==> src/rtl/pwm8_pkg.sv <==
package pwm8_pkg;

   typedef enum logic {
      STEP_FAST = 1'b0,
      STEP_SLOW = 1'b1
   } step_mode_e;

   // Divider style: linear gives 2*(div+1), exponential gives 2<<div
   localparam int DIV_LINEAR = 0;
   localparam int DIV_EXP    = 1;

   function automatic int pre_width(input int div_w, input int style);
      if (style == DIV_EXP) return (1 << div_w) + 2;
      return div_w + 2;
   endfunction

endpackage

==> src/rtl/pwm8_tick_gen.sv <==
module pwm8_tick_gen
   import pwm8_pkg::*;
#(
   parameter int DIV_W     = 8,
   parameter int DIV_STYLE = DIV_LINEAR
)(
   input  logic             clk,
   input  logic             rst_n,
   input  logic             run,
   input  step_mode_e       mode,
   input  logic [DIV_W-1:0] div,
   output logic             tick
);

   localparam int PRE_W = pre_width(DIV_W, DIV_STYLE);

   logic [PRE_W-1:0] pre_q;
   logic [PRE_W-1:0] slow_lim;
   logic [PRE_W-1:0] limit;

   generate
      if (DIV_STYLE == DIV_EXP) begin : g_exp
         always_comb slow_lim = PRE_W'(2) << div;
      end else begin : g_lin
         always_comb slow_lim = (PRE_W'(div) + PRE_W'(1)) << 1;
      end
   endgenerate

   always_comb begin
      limit = (mode == STEP_SLOW) ? slow_lim : PRE_W'(2);
      // >= keeps the count bounded if the mode is changed mid-count
      tick  = run && (pre_q >= (limit - PRE_W'(1)));
   end

   always_ff @(posedge clk or negedge rst_n) begin
      if (!rst_n)      pre_q <= '0;
      else if (!run)   pre_q <= '0;
      else if (tick)   pre_q <= '0;
      else             pre_q <= pre_q + PRE_W'(1);
   end

endmodule

==> src/rtl/pwm8_wrap_counter.sv <==
module pwm8_wrap_counter #(
   parameter int CNT_W = 8
)(
   input  logic             clk,
   input  logic             rst_n,
   input  logic             run,
   input  logic             tick,
   output logic [CNT_W-1:0] cnt,
   output logic [CNT_W-1:0] cnt_next,
   output logic             wrap
);

   localparam logic [CNT_W-1:0] TOP = '1;

   logic [CNT_W-1:0] cnt_q;

   always_comb begin
      cnt_next = cnt_q + CNT_W'(1);
      wrap     = tick && (cnt_q == TOP);
      cnt      = cnt_q;
   end

   always_ff @(posedge clk or negedge rst_n) begin
      if (!rst_n)     cnt_q <= '0;
      else if (!run)  cnt_q <= '0;
      else if (tick)  cnt_q <= cnt_next;
   end

endmodule

==> src/rtl/pwm8_duty_bank.sv <==
module pwm8_duty_bank #(
   parameter int CNT_W = 8
)(
   input  logic             clk,
   input  logic             rst_n,
   input  logic             run,
   input  logic             wr,
   input  logic [CNT_W-1:0] wdata,
   input  logic             reload,
   output logic [CNT_W-1:0] staged,
   output logic [CNT_W-1:0] active
);

   logic [CNT_W-1:0] stage_q;
   logic [CNT_W-1:0] act_q;

   always_ff @(posedge clk or negedge rst_n) begin
      if (!rst_n)   stage_q <= '0;
      else if (wr)  stage_q <= wdata;
   end

   // A write in the reload cycle lands in staging and waits for the next wrap
   always_ff @(posedge clk or negedge rst_n) begin
      if (!rst_n)                 act_q <= '0;
      else if (!run || reload)    act_q <= stage_q;
   end

   assign staged = stage_q;
   assign active = act_q;

endmodule

==> src/rtl/pwm8_out_stage.sv <==
module pwm8_out_stage #(
   parameter int CNT_W = 8
)(
   input  logic             clk,
   input  logic             rst_n,
   input  logic             run,
   input  logic             tick,
   input  logic             wrap,
   input  logic [CNT_W-1:0] cnt_next,
   input  logic [CNT_W-1:0] duty_active,
   input  logic [CNT_W-1:0] duty_incoming,
   output logic             pin
);

   logic pin_q;

   always_ff @(posedge clk or negedge rst_n) begin
      if (!rst_n)               pin_q <= 1'b0;
      else if (!run)            pin_q <= 1'b0;
      else if (wrap)            pin_q <= (duty_incoming != '0);
      else if (tick && (cnt_next == duty_active))
                                pin_q <= 1'b0;
   end

   assign pin = pin_q;

endmodule

==> src/rtl/pwm8_rollover.sv <==
module pwm8_rollover
   import pwm8_pkg::*;
#(
   parameter int CNT_W     = 8,
   parameter int DIV_W     = 8,
   parameter int DIV_STYLE = DIV_LINEAR
)(
   input  logic             clk,
   input  logic             rst_n,
   input  logic             en,
   input  logic             slow_mode,
   input  logic [DIV_W-1:0] slow_div,
   input  logic             duty_wr,
   input  logic [CNT_W-1:0] duty_wdata,
   output logic             pwm_out
);

   generate
      if (CNT_W < 2 || CNT_W > 16) begin : g_bad_cnt
         $error("pwm8_rollover: CNT_W must lie in 2..16");
      end
      if (DIV_W < 1) begin : g_bad_div
         $error("pwm8_rollover: DIV_W must be at least 1");
      end
      if (DIV_STYLE != DIV_LINEAR && DIV_STYLE != DIV_EXP) begin : g_bad_style
         $error("pwm8_rollover: unknown DIV_STYLE");
      end
      if (DIV_STYLE == DIV_EXP && DIV_W > 4) begin : g_bad_exp
         $error("pwm8_rollover: exponential divider needs DIV_W <= 4");
      end
   endgenerate

   step_mode_e       mode;
   logic             tick;
   logic [CNT_W-1:0] cnt_q;
   logic [CNT_W-1:0] cnt_nx;
   logic             wrap;
   logic [CNT_W-1:0] duty_stg;
   logic [CNT_W-1:0] duty_act;

   assign mode = slow_mode ? STEP_SLOW : STEP_FAST;

   pwm8_tick_gen #(
      .DIV_W     (DIV_W),
      .DIV_STYLE (DIV_STYLE)
   ) u_tick (
      .clk   (clk),
      .rst_n (rst_n),
      .run   (en),
      .mode  (mode),
      .div   (slow_div),
      .tick  (tick)
   );

   pwm8_wrap_counter #(
      .CNT_W (CNT_W)
   ) u_cnt (
      .clk      (clk),
      .rst_n    (rst_n),
      .run      (en),
      .tick     (tick),
      .cnt      (cnt_q),
      .cnt_next (cnt_nx),
      .wrap     (wrap)
   );

   pwm8_duty_bank #(
      .CNT_W (CNT_W)
   ) u_duty (
      .clk    (clk),
      .rst_n  (rst_n),
      .run    (en),
      .wr     (duty_wr),
      .wdata  (duty_wdata),
      .reload (wrap),
      .staged (duty_stg),
      .active (duty_act)
   );

   pwm8_out_stage #(
      .CNT_W (CNT_W)
   ) u_out (
      .clk           (clk),
      .rst_n         (rst_n),
      .run           (en),
      .tick          (tick),
      .wrap          (wrap),
      .cnt_next      (cnt_nx),
      .duty_active   (duty_act),
      .duty_incoming (duty_stg),
      .pin           (pwm_out)
   );

endmodule

==> config.mk <==
export PLATFORM = sky130hd
export DESIGN_NAME = pwm8_rollover
export DESIGN_NICKNAME = d
export VERILOG_FILES = /design/src/rtl/pwm8_pkg.sv /design/src/rtl/pwm8_tick_gen.sv /design/src/rtl/pwm8_wrap_counter.sv /design/src/rtl/pwm8_duty_bank.sv /design/src/rtl/pwm8_out_stage.sv /design/src/rtl/pwm8_rollover.sv
export SDC_FILE = /design/constraint.sdc
export NUM_CORES = 1
export LEC_CHECK = 0
export CAP_MARGIN = 5
export CORE_UTILIZATION = 40
export CTS_CLUSTER_SIZE = 16
export DETAILED_ROUTE_END_ITERATION = 12
export DONT_BUFFER_PORTS = 1
export PLACE_DENSITY = 0.66
export SYNTH_ARGS = -nofsm -noshare
export SYNTH_HDL_FRONTEND = slang
export SYNTH_SLANG_ARGS = --single-unit
==> constraint.sdc <==
create_clock -name clk -period 3.3 [get_ports clk]
set_input_delay 0.33 -clock clk [delete_from_list [all_inputs] [get_ports clk]]
set_output_delay 0.33 -clock clk [all_outputs]
set_load 0.01 [all_outputs]
== After elaboration in Yosys (flattened, before gate mapping) ==
Cells that the tools add are included.

* Divide/modulo/power cells: 0
* Multipliers: 0
* Mux-type cells: 9
* Reductions and logical operators: 6
* Order comparisons: 1
* Equal/unequal tests: 4
* Bitwise logic cells: 0
* Add/subtract/negate cells: 4
* Shift-type cells: 0

{| class="wikitable"
|+ Operator list
! operator !! number
|-
| 10-bit two-way mux || 3
|-
| 8-bit two-way mux || 2
|-
| 10-bit by 1-bit adder with 10-bit output (second input constant) || 1
|-
| 10-bit >= comparator || 1
|-
| 10-bit by 1-bit subtractor with 10-bit output (second input constant) || 1
|-
| 8-bit by 1-bit adder with 9-bit output (second input constant) || 1
|-
| 8-bit by 1-bit adder with 8-bit output (second input constant) || 1
|-
| 8-bit equality test || 1
|-
| 8-bit equality test (second input constant) || 1
|-
| 8-bit nonzero test || 1
|-
| 1-bit two-way mux || 4
|-
| 1-bit logical AND || 3
|-
| 3-bit by 1-bit inequality test with 1-bit output (second input constant) || 1
|-
| 2-bit by 1-bit inequality test with 1-bit output (second input constant) || 1
|-
| 1-bit zero test || 1
|-
| 1-bit logical OR || 1
|}

* Memories kept: 0
* Word-level logic and storage cells: 29
* Flip-flop bits (word level): 35
* Bits in latches: 0
* ROM bits: 0
* Bits in writable memories: 0

== Longest topological paths before layout ==
Gate-level depths: netlist of run 1.

* Depth after elaboration: 9
* Gate-level depth with buffers: 17
* Depth with buffers taken out: 15

== Cells and area by module ==
Synthesis of run 1 repeated with hierarchy kept, for this count alone.

* Cells, all modules: 215
* Area, all modules: 2277.2 µm²

{| class="wikitable"
|+ By module, submodules not included
! module !! area an instance (µm²) !! cells each !! times used
|-
| pwm8_tick_gen || 982.2 || 110 || 1
|-
| pwm8_duty_bank || 640.6 || 35 || 1
|-
| pwm8_wrap_counter || 506.7 || 53 || 1
|-
| pwm8_out_stage || 147.6 || 17 || 1
|}

== Worst setup path after synthesis of run 1 ==
No wires, ideal clock.

* Path type: input to register
* Start: in slow_div[0]
* End: reg u_duty.act_q[0] (netlist: u_duty.active[0])
* Required time: 3175 ps
* Library setup time: 125 ps
* Stages: 17
* Arrival time: 3063 ps
* Path slack: 112 ps
* Cells stage by stage: ha_1 > nand2_1 > ha_1 > clkbuf_1 > nor3b_1 > a31oi_1 > nor2_1 > a21oi_1 > o2bb2ai_1 > ha_1 > nand4_1 > o21ai_0 > a2111o_1 > nand2_2 > o21a_1 > buf_6 > mux2_2

* Cells in the longest elaborated chain, start to end: 7

{| class="wikitable"
|+ Ends and longest elaborated chain
! item !! RTL line !! RTL
|-
| start: declaration || pwm8_rollover.sv:12 || <nowiki>input logic [DIV_W-1:0] slow_div,</nowiki>
|-
| 8-bit by 1-bit adder with 9-bit output || pwm8_tick_gen.sv:25 || <nowiki>always_comb slow_lim = (PRE_W'(div) + PRE_W'(1)) << 1;</nowiki>
|-
| 10-bit two-way mux || pwm8_tick_gen.sv:30 || <nowiki>limit = (mode == STEP_SLOW) ? slow_lim : PRE_W'(2);</nowiki>
|-
| 10-bit by 1-bit subtractor with 10-bit output || pwm8_tick_gen.sv:32 || <nowiki>tick = run && (pre_q >= (limit - PRE_W'(1)));</nowiki>
|-
| 10-bit >= comparator || pwm8_tick_gen.sv:32 ||
|-
| 1-bit logical AND || pwm8_tick_gen.sv:32 ||
|-
| 1-bit logical AND || pwm8_wrap_counter.sv:19 || <nowiki>wrap = tick && (cnt_q == TOP);</nowiki>
|-
| 1-bit logical OR || pwm8_duty_bank.sv:25 || <nowiki>else if (!run || reload) act_q <= stage_q;</nowiki>
|-
| end signal: assignment || pwm8_duty_bank.sv:25 ||
|-
| end: declaration || pwm8_duty_bank.sv:15 || <nowiki>logic [CNT_W-1:0] act_q;</nowiki>
|}

No other way between the ends.
A chain may end at the register's enable or synchronous reset.

== Worst setup path in the final report of run 1 ==
Same ends and word-level chain as after synthesis.

==> run_results.csv, run 1 <==
group,metric,value,unit
run_status,outcome,"completed",
finish,antennaDiodeCount,0,
sta,fin_crit_sh,93.3,%
route,drtIter0Drc,58,
power,p_total,0.976,mW
finish,area_growth,8.39,%
critical_path,rr_worst_depth,7,
finish,finalNonFillerCells,315,
floorplanning,die_area,0.00601,mm²
clock_tree,cts_tree,"done",
clock_tree,cts_setup_buffers,0,
critical_path,endpoint,"u_duty.active[0]$_DFFE_PN0P_",
grt,grt_overflow,0,
grt,antenna_found_initial,0,
sta,finalSetupViolations,0,
sta,clock.fmax,325,MHz
route,via_count,1745,
logic_synthesis,synth_area_per_cell,9.51,µm²
grt,grt_pass1_wl,7.53,mm
floorplanning,die_w,77.5,µm
route,viasPerCell,5.54,
place,placedCellCount,305,
route,ant_nets,0,
grt,use_met3,3.88,%
critical_path,required,3460,ps
grt,grt_pass1_vias,1661,
sta,whs,179,ps
grt,grt_usage,15.4,%
logic_synthesis,synth-seq-cells,35,
logic_synthesis,syn_inst,240,
place,placed_cell_area,0.00234,mm²
power,power_density,394,mW/mm²
place,dp_slack,-54.2,ps
grt,top_usage_layer,"met2",
place,place_hpwl,3.28,mm
sta,worst_slack,220,ps
logic_synthesis,yosys-top-cells-area,"dfrtp_1 (38%), mux2_2 (8.4%), ha_1 (7.1%)",
route,dr.pass1.iters,4,
critical_path,cp_max_fo,8,
floorplanning,start_util,41.4,%
critical_path,cp-startpoint,"slow_div[0]",
critical_path,rrSetupSlack,830,ps
place,gp_congestion,0.841,
clock_tree,clock_path_buffers,2,
power,p_leak,1.07,nW
route,drc,0,
finish,register_area,876,µm²
sta,worstMarginPinSlew,368,ps
sta,rsz0062_at_grt,"no",
route,post_drt_wl_per_cell,13.9,µm
sta,period_minus_slack,3080,ps
finish,nFillCells,515,
floorplanning,ioPinCount,22,
finish,final_nets,276,
logic_synthesis,syn_nets,274,
sta,fin_skew,8.22,ps
finish,multi_input_area,0.00134,mm²
logic_synthesis,seq_area_frac_synth,38.4,%
sta,relSlewSlack,74.9,%
logic_synthesis,ys_warn_count,0,
clock_tree,clk_pin_slew,70,ps
clock_tree,cts_made_buffers,5,
critical_path,worstSetupPathType,"input pin to flip-flop",
logic_synthesis,syn_area,0.00228,mm²
critical_path,worstReg2RegEnd,"u_duty.active[0]$_DFFE_PN0P_",
critical_path,cp.arrival,3240,ps
finish,drive_gt1_share,13.6,%
clock_tree,cts_root_buf,"clkbuf_8",
grt,use_met1,21.3,%
floorplanning,rows,27,
finish,fin_area,0.00247,mm²
floorplanning,core_area,0.00551,mm²
critical_path,cp-end-kind,"flip-flop",
floorplanning,die_h,77.5,µm
grt,grt_max_degree,36,
grt,grtUsageMet2,24.8,%
sta,maxSlewViolCount,0,
critical_path,startpoint_type,"input pin",
critical_path,r2r_start,"u_tick.pre_q[3]$_DFF_PN0_",
logic_synthesis,synth_cell_types,46,
route,routed_wl,4.37,mm
place,port_buffers,0,
logic_synthesis,synth_top_area_cell,"dfrtp_1",
run,drv_cap,0,
logic_synthesis,synth_top_area_share,38.4,%
clock_tree,cts.sinks,35,
sta,hold_violations,0,
clock_tree,clk_latency,290,ps
clock_tree,htree_levels,2,
power,max-vdd-ir-drop,302,µV
worst_hold_path,hp-class,"input pin to flip-flop",
-- cells in the final DEF (no fill, tap or decap), types with 4 or more instances in the layout --
cell      count
xnor2_1      15
dfrtp_1      35
nor4_1        5
o21bai_1      4
xor2_1       14
and3_1        7
nand2_1      18
clkbuf_8      7
o21ai_0       7
mux2_2       17
ha_1         13
nand3_1      19
a21oi_1       4
a31oi_1       4
nor2_1       27
inv_1         4
-- state kept, by name, indices dropped and copies added (netlist names) --
name and count:
u_duty.staged 8, u_out.pin 1, u_cnt.cnt 8, u_duty.active 8, u_tick.pre_q 10
-- layout make-up --
cell class	instances	share of cell area, %
multi-input combinational	190	54.0
clock buffer	8	4.05
inverter	5	0.759
tap	72	3.64
sequential	35	35.4
timing repair buffer	5	2.12
-- where the power goes --
group	internal [mW]	leakage, nW	switching (mW)	total (mW)
Sequential	0.460	0.450	0.0297	0.490
Combinational	0.0765	0.570	0.0714	0.148
Clock	0.190	0.0515	0.147	0.338
Total	0.727	1.07	0.249	0.976
-- per-layer routing --
| metal | routed length (µm) | share of wire [%] |
|---|---|---|
| met1 | 2210 | 51 |
| met4 | 19 | 0.43 |
| met5 | 0 | 0 |
| met3 | 186 | 4.3 |
| met2 | 1950 | 45 |
-- cells by family (layout without fill, tap and decap cells) --
logic type	Yosys count	after routing	share of synthesized area (%)
simple gates	93	93	20.1
compound gates	36	36	10.9
flops	35	35	38.4
xor+xnor	29	29	11.1
mux	19	19	9.27
buf+inv	15	18	3.07
fa+ha+maj	13	13	7.13
-- how the worst min path moves through the flow --
| stage | endpoint | slack, ps | startpoint | depth (start not counted) |
|---|---|---|---|---|
| floorplan | u_cnt.cnt[0]$_DFFE_PN0P_ | 30 | rst_n | 0 |
| global placement | u_duty.staged[3]$_DFFE_PN0P_ | 40 | rst_n | 0 |
| detailed placement | u_duty.staged[3]$_DFFE_PN0P_ | 40 | rst_n | 0 |
| CTS | u_cnt.cnt[4]$_DFFE_PN0P_ | 170 | en | 2 |
| global route | u_cnt.cnt[4]$_DFFE_PN0P_ | 170 | en | 2 |
| finish | u_cnt.cnt[5]$_DFFE_PN0P_ | 180 | en | 2 |
-- what timing repair did --
action / 4_1_cts / 5_1_grt
resized for setup: 0 / 0
hold buffers: 2 / 0
hold endpoints to repair: 35 / 0
-- metrics by stage --
step	setup TNS, ps	utilization (%)
after floorplan	0	-
after global placement	-270	42.6
after detailed placement	-412	42.6
after CTS	0	44.9
after global routing	0	44.9
final	0	44.9
-- worst max-delay path, cell delays in order --
cell and delay (ps):
ha_1 220, and4_1 280, nand2_1 140, o221ai_1 270, nand3_1 140, xnor2_1 190
ha_1 270, a21oi_1 150, nor2b_1 60, a2111o_1 380, nand2_2 90, o21a_1 340
mux2_2 380
-- cell usage after synthesis (all sizes together) --
| cell | n |
|---|---|
| a31oi | 4 |
| nand3 | 20 |
| or4 | 1 |
| mux2i | 2 |
| buf | 4 |
| inv | 4 |
| and3 | 7 |
| dfrtp | 35 |
| nand2b | 3 |
| xnor2 | 15 |
| o21ai | 7 |
| a21oi | 4 |
| a211o | 1 |
| nand2 | 20 |
| o21a | 3 |
| mux2 | 17 |
| nand3b | 1 |
| nor3b | 1 |
| o2bb2ai | 1 |
| nor3 | 1 |
| clkbuf | 6 |
| a21boi | 1 |
| a21o | 2 |
| and4 | 1 |
| a22oi | 1 |
| clkinv | 1 |
| nand4 | 3 |
| a31o | 1 |
| nor4 | 5 |
| o311ai | 1 |
| o22ai | 1 |
| o21bai | 4 |
| o211ai | 1 |
| xor2 | 14 |
| a2111oi | 1 |
| ha | 13 |
| nor2 | 28 |
| a2111o | 1 |
| a32oi | 1 |
| nor2b | 2 |
| o221ai | 1 |
(Power assumes the default switching activity.)
==> run 2, diff against run 1 <==
- CORE_MARGIN: default -> 10
==> run 2 against run 1 <==
Effect of this change:
- total power increased by 6.0%
- register-to-register slack about the same
- critical path depth increased by 2
- sequential power is essentially flat
- highest routed layer unchanged
- die area up 52%
- largest power group unchanged
- first-iteration DRC count is 79% higher
- wire length is 2.4% higher
- clock skew increased by 0.64 ps
- clock power up 18%
- sequential share of layout area fell by 0.56 points
- hold slack worse by 9.4 ps
- setup slack better by 29 ps
==> run_results.csv, run 2 (synthesis gave the netlist of run 1 again) <==
group,metric,value,unit
sta,clock.fmax,328,MHz
critical_path,cp_slowest_cell,"a2111o_1",
finish,finalNonFillerCells,318,
floorplanning,rows,27,
critical_path,critical_path_buf_inv_count,0,
grt,grt_pass1_wl,7.72,mm
finish,drive_gt1_share,15.0,%
sta,fin_skew,8.86,ps
clock_tree,clk_pin_slew,80,ps
sta,period_minus_slack,3050,ps
floorplanning,start_util,41.4,%
power,p_leak,1.09,nW
critical_path,required,3470,ps
sta,hold_violations,0,
worst_hold_path,hp-class,"input pin to flip-flop",
route,viasPerCell,5.35,
clock_tree,cts_tree,"done",
clock_tree,clk_latency,290,ps
sta,fin_crit_sh,92.5,%
critical_path,cp.arrival,3220,ps
sta,relSlewSlack,77.2,%
sta,finalSetupViolations,0,
clock_tree,cts_made_buffers,5,
critical_path,cp-end-kind,"flip-flop",
finish,area_growth,10.1,%
clock_tree,cts.sinks,35,
run_status,outcome,"completed",
finish,antennaDiodeCount,0,
place,place_hpwl,3.42,mm
grt,grt_pass1_vias,1689,
sta,rsz0062_at_grt,"no",
clock_tree,htree_levels,2,
floorplanning,die_h,95.5,µm
power,max-vdd-ir-drop,327,µV
grt,grt_max_degree,36,
critical_path,cp_max_fo,8,
run,drv_cap,0,
critical_path,path_delay_family,"compound AO/OA/AOI/OAI gates",
power,p_total,1.03,mW
critical_path,rrSetupSlack,830,ps
place,dp_slack,-24.8,ps
finish,final_cell_mix,"dfrtp_1 (35), nor2_1 (27), nand3_1 (19)",
clock_tree,clock_path_buffers,2,
place,gp_congestion,0.815,
route,routed_wl,4.48,mm
power,power_density,411,mW/mm²
finish,top_register,"u_tick.pre_q",
finish,final_common_cell,"dfrtp_1",
sta,maxSlewViolCount,0,
route,dr.pass1.iters,5,
sta,worst_slack,249,ps
critical_path,startpoint_type,"input pin",
route,drc,0,
critical_path,worstSetupPathType,"input pin to flip-flop",
floorplanning,die_area,0.00913,mm²
floorplanning,die_w,95.5,µm
critical_path,path_cells,"ha_1, nand2_1, ha_1, nor3b_1, a31oi_1, nor2_1, a21oi_1, o2bb2ai_1, ha_1, nand4_1, o21ai_0, a2111o_1, nand2_2, o21a_1, mux2_2",
finish,final_nets,279,
route,via_count,1700,
sta,worstMarginPinSlew,334,ps
route,ant_nets,0,
place,placedCellCount,308,
route,post_drt_wl_per_cell,14.1,µm
critical_path,cpMostUsedCell,"ha_1",
place,port_buffers,0,
grt,grt_overflow,0,
grt,grt_usage,10.2,%
floorplanning,core_area,0.00551,mm²
clock_tree,cts_root_buf,"clkbuf_8",
grt,antenna_found_initial,0,
route,drtIter0Drc,104,
floorplanning,ioPinCount,22,
critical_path,worst_path_largest_cell_delay,420,ps
sta,setup_tns,0,ps
finish,largest_reg_flops,10,
-- run 2: metal layers --
| layer | share of wire [%] | global-route usage (%) | wire [µm] | vias to the layer above |
|---|---|---|---|---|
| li1 | - | - | - | 862 |
| met1 | 49 | 13.3 | 2200 | 806 |
| met2 | 44 | 15.6 | 1990 | 28 |
| met3 | 5.8 | 4.16 | 260 | 4 |
| met4 | 0.74 | 1.97 | 33 | 0 |
| met5 | 0 | 0 | 0 | - |
-- run 2: path summary, 6_finish.rpt --
kind | endpoint | cells after the start | start
hold reg to reg | u_tick.pre_q[0]$_DFF_PN0_ | 1 | u_tick.pre_q[0]$_DFF_PN0_
max in group asynchronous | u_duty.active[6]$_DFFE_PN0P_ | 2 | rst_n
min in group asynchronous | u_cnt.cnt[0]$_DFFE_PN0P_ | 2 | rst_n
setup / recovery | u_duty.active[3]$_DFFE_PN0P_ | 15 | slow_div[0]
hold / removal | u_cnt.cnt[5]$_DFFE_PN0P_ | 2 | en
setup reg to reg | u_duty.active[3]$_DFFE_PN0P_ | 7 | u_tick.pre_q[3]$_DFF_PN0_
-- run 2: layout make-up --
cell class | count | area (µm²)
Clock buffer | 6 | 82.6
Tap cell | 72 | 90.1
Fill cell | 525 | 2990
Sequential cell | 35 | 876
Timing Repair Buffer | 8 | 75.1
Inverter | 5 | 18.8
Multi-Input combinational cell | 190 | 1340
Clock inverter | 2 | 35.0
-- run 2: worst register-to-register path: stages, from the launching register on --
cell and delay (ps):
dfrtp_1 430, ha_1 330, a21o_1 190, a21o_1 180, a2111o_1 430, nand2_2 90
o21a_1 320, mux2_2 390
-- run 2: stage by stage --
step,area [µm²],hold WS [ps],util [%]
after global placement,2370,35.7,43.0
after global routing,2510,181,45.6
after detailed placement,2370,35.8,43.0
after CTS,2510,170,45.6
after floorplan,2280,34.4,-
final,2510,170,45.6
-- run 2: where the power goes --
part	internal (mW)	switching, mW
Sequential	0.460	0.0290
Clock	0.244	0.154
Combinational	0.0775	0.0690
-- run 2: what timing repair did --
item / 4_1_cts / 5_1_grt
gates resized for setup: 0 / 0
hold endpoints to repair: 35 / 0
hold buffers: 2 / 0
setup buffers: 0 / 0
==> run 3, diff against run 2 <==
- GPL_TIMING_DRIVEN: default -> 0
- clock period: 3.3 -> 3.4 ns (I/O delays scaled with it)
==> run 3 against run 2 <==
Effect of this change:
- sequential share of layout area shrank 0.28 points
- hold slack better by 33 ps
- first-iteration DRC count shrank 4.8%
- combinational power is essentially flat
- global-route usage increased by 0.53 points
- via count increased by 1.8%
==> run_results.csv, run 3 (synthesis gave the netlist of run 1 again) <==
group,metric,value,unit
finish,nFillCells,514,
sta,setup_tns,0,ps
worst_hold_path,whs_path_depth,1,
route,dr.pass1.iters,4,
place,place_hpwl,3.43,mm
sta,clock.fmax,320,MHz
finish,finalNonFillerCells,321,
floorplanning,core_area,0.00551,mm²
critical_path,r2r_start,"u_tick.pre_q[3]$_DFF_PN0_",
finish,antennaDiodeCount,0,
critical_path,startpoint_type,"input pin",
finish,area_growth,11.0,%
route,post_drt_wl_per_cell,14.0,µm
run_status,outcome,"completed",
clock_tree,cts_tree,"done",
place,gp_congestion,0.850,
power,p_leak,1.10,nW
floorplanning,ioPinCount,22,
grt,antenna_found_initial,0,
finish,drive_gt1_share,14.5,%
critical_path,cp-end-kind,"flip-flop",
route,ant_nets,0,
route,drc,0,
sta,fin_crit_sh,92.0,%
finish,largest_reg_flops,10,
floorplanning,die_area,0.00913,mm²
clock_tree,cts.sinks,35,
run,drv_cap,0,
clock_tree,clk_pin_slew,70,ps
grt,grt_max_degree,36,
critical_path,required,3570,ps
grt,grt_usage,10.7,%
sta,worstMarginPinSlew,407,ps
clock_tree,clk_latency,280,ps
sta,period_minus_slack,3130,ps
clock_tree,cts_made_buffers,5,
sta,maxSlewViolCount,0,
place,placedCellCount,312,
route,drtIter0Drc,99,
finish,final_common_cell,"dfrtp_1",
sta,finalSetupViolations,0,
grt,grt_overflow,0,
sta,relSlewSlack,72.8,%
clock_tree,cts_root_buf,"clkbuf_8",
grt,grt_pass1_vias,1713,
worst_hold_path,min_to,"u_duty.staged[6]$_DFFE_PN0P_",
floorplanning,rows,27,
power,max-vdd-ir-drop,338,µV
critical_path,rrSetupSlack,920,ps
route,viasPerCell,5.39,
critical_path,rr_worst_depth,8,
finish,top_register,"u_tick.pre_q",
clock_tree,htree_levels,2,
route,routed_wl,4.51,mm
sta,hold_violations,0,
route,via_count,1731,
grt,grt_pass1_wl,7.98,mm
power,power_density,419,mW/mm²
critical_path,worstReg2RegEnd,"u_duty.active[6]$_DFFE_PN0P_",
critical_path,worstSetupPathType,"input pin to flip-flop",
place,port_buffers,0,
worst_hold_path,hp-start,"duty_wdata[6]",
clock_tree,clock_path_buffers,2,
sta,fin_skew,4.60,ps
floorplanning,start_util,41.4,%
finish,final_cell_mix,"dfrtp_1 (35), nor2_1 (27), nand3_1 (19)",
finish,final_nets,282,
worst_hold_path,hp-class,"input pin to flip-flop",
floorplanning,die_w,95.5,µm
sta,rsz0062_at_grt,"no",
critical_path,cp.arrival,3300,ps
critical_path,cp_max_fo,8,
floorplanning,die_h,95.5,µm
## run 3: final cells by class
type | count | area [µm²] | share of cell area, %
multi-input cells | 190 | 1340 | 52.7
flip-flops and latches | 35 | 876 | 34.6
well taps | 72 | 90.1 | 3.56
clock buffers | 6 | 72.6 | 2.86
clock inverters | 2 | 60.1 | 2.37
plain buffers | 9 | 50.0 | 1.98
repair buffers | 2 | 30.0 | 1.19
inverters | 5 | 18.8 | 0.741
## run 3: per-layer routing
metal  routed length (µm)  up-vias  global-route usage, %  part of all wire (%)
met2                 1970       30                   15.9                    44
li1                     -      867                      -                     -
met5                    0        -                      0                     0
met4                   46        0                   3.69                   1.0
met3                  255        7                   3.61                   5.7
met1                 2230      827                   14.2                    50
## run 3: worst max path at each step
stage | slack [ps] | start | depth (start not counted) | endpoint
6_report | 270 | slow_div[0] | 16 | u_duty.active[6]$_DFFE_PN0P_
5_1_grt | 20 | slow_div[0] | 15 | u_duty.active[6]$_DFFE_PN0P_
4_1_cts | 140 | slow_mode | 17 | u_duty.active[6]$_DFFE_PN0P_
3_5_place_dp | -150 | slow_mode | 17 | u_duty.active[6]$_DFFE_PN0P_
3_3_place_gp | -110 | slow_div[0] | 17 | u_duty.active[1]$_DFFE_PN0P_
2_1_floorplan | 200 | slow_div[0] | 17 | u_duty.active[0]$_DFFE_PN0P_
## run 3: where the power goes
part | internal, mW | leakage, nW | switching (mW)
registers | 0.447 | 0.450 | 0.0283
clock network | 0.293 | 0.0654 | 0.147
logic | 0.0740 | 0.589 | 0.0732
total | 0.814 | 1.10 | 0.248
## run 3: stage by stage
step / utilization (%) / area (µm²) / hold WS (ps) / power, mW / setup WS, ps
6_report: 46.0 / 2530 / 203 / 1.06 / 271
5_1_grt: 46.0 / 2530 / 187 / 1.12 / 15.1
4_1_cts: 46.0 / 2530 / 196 / 1.07 / 141
3_5_place_dp: 43.1 / 2370 / 45.4 / 0.619 / -152
3_3_place_gp: 43.1 / 2370 / 45.4 / 0.615 / -105
2_1_floorplan: - / 2280 / 44.4 / 0.588 / 202
## run 3: timing repair
| item | CTS | global route |
|---|---|---|
| endpoints found under the hold margin | 35 | 0 |
| setup endpoints to repair | 0 | 13 |
| resized for setup | 0 | 4 |
| hold buffers | 2 | 0 |
| buffers inserted | 0 | 0 |
## run 3: critical path, cell delays in order
cell and delay (ps):
ha_1 280, nand2_1 70, ha_1 350, nand3_1 100
o21ai_0 100, a32oi_1 70, a21oi_1 170, o2bb2ai_1 140
ha_1 270, nand4_1 90, o21ai_0 90, a2111o_1 440
nand2_2 160, o21a_1 160, buf_6 140, mux2_2 340
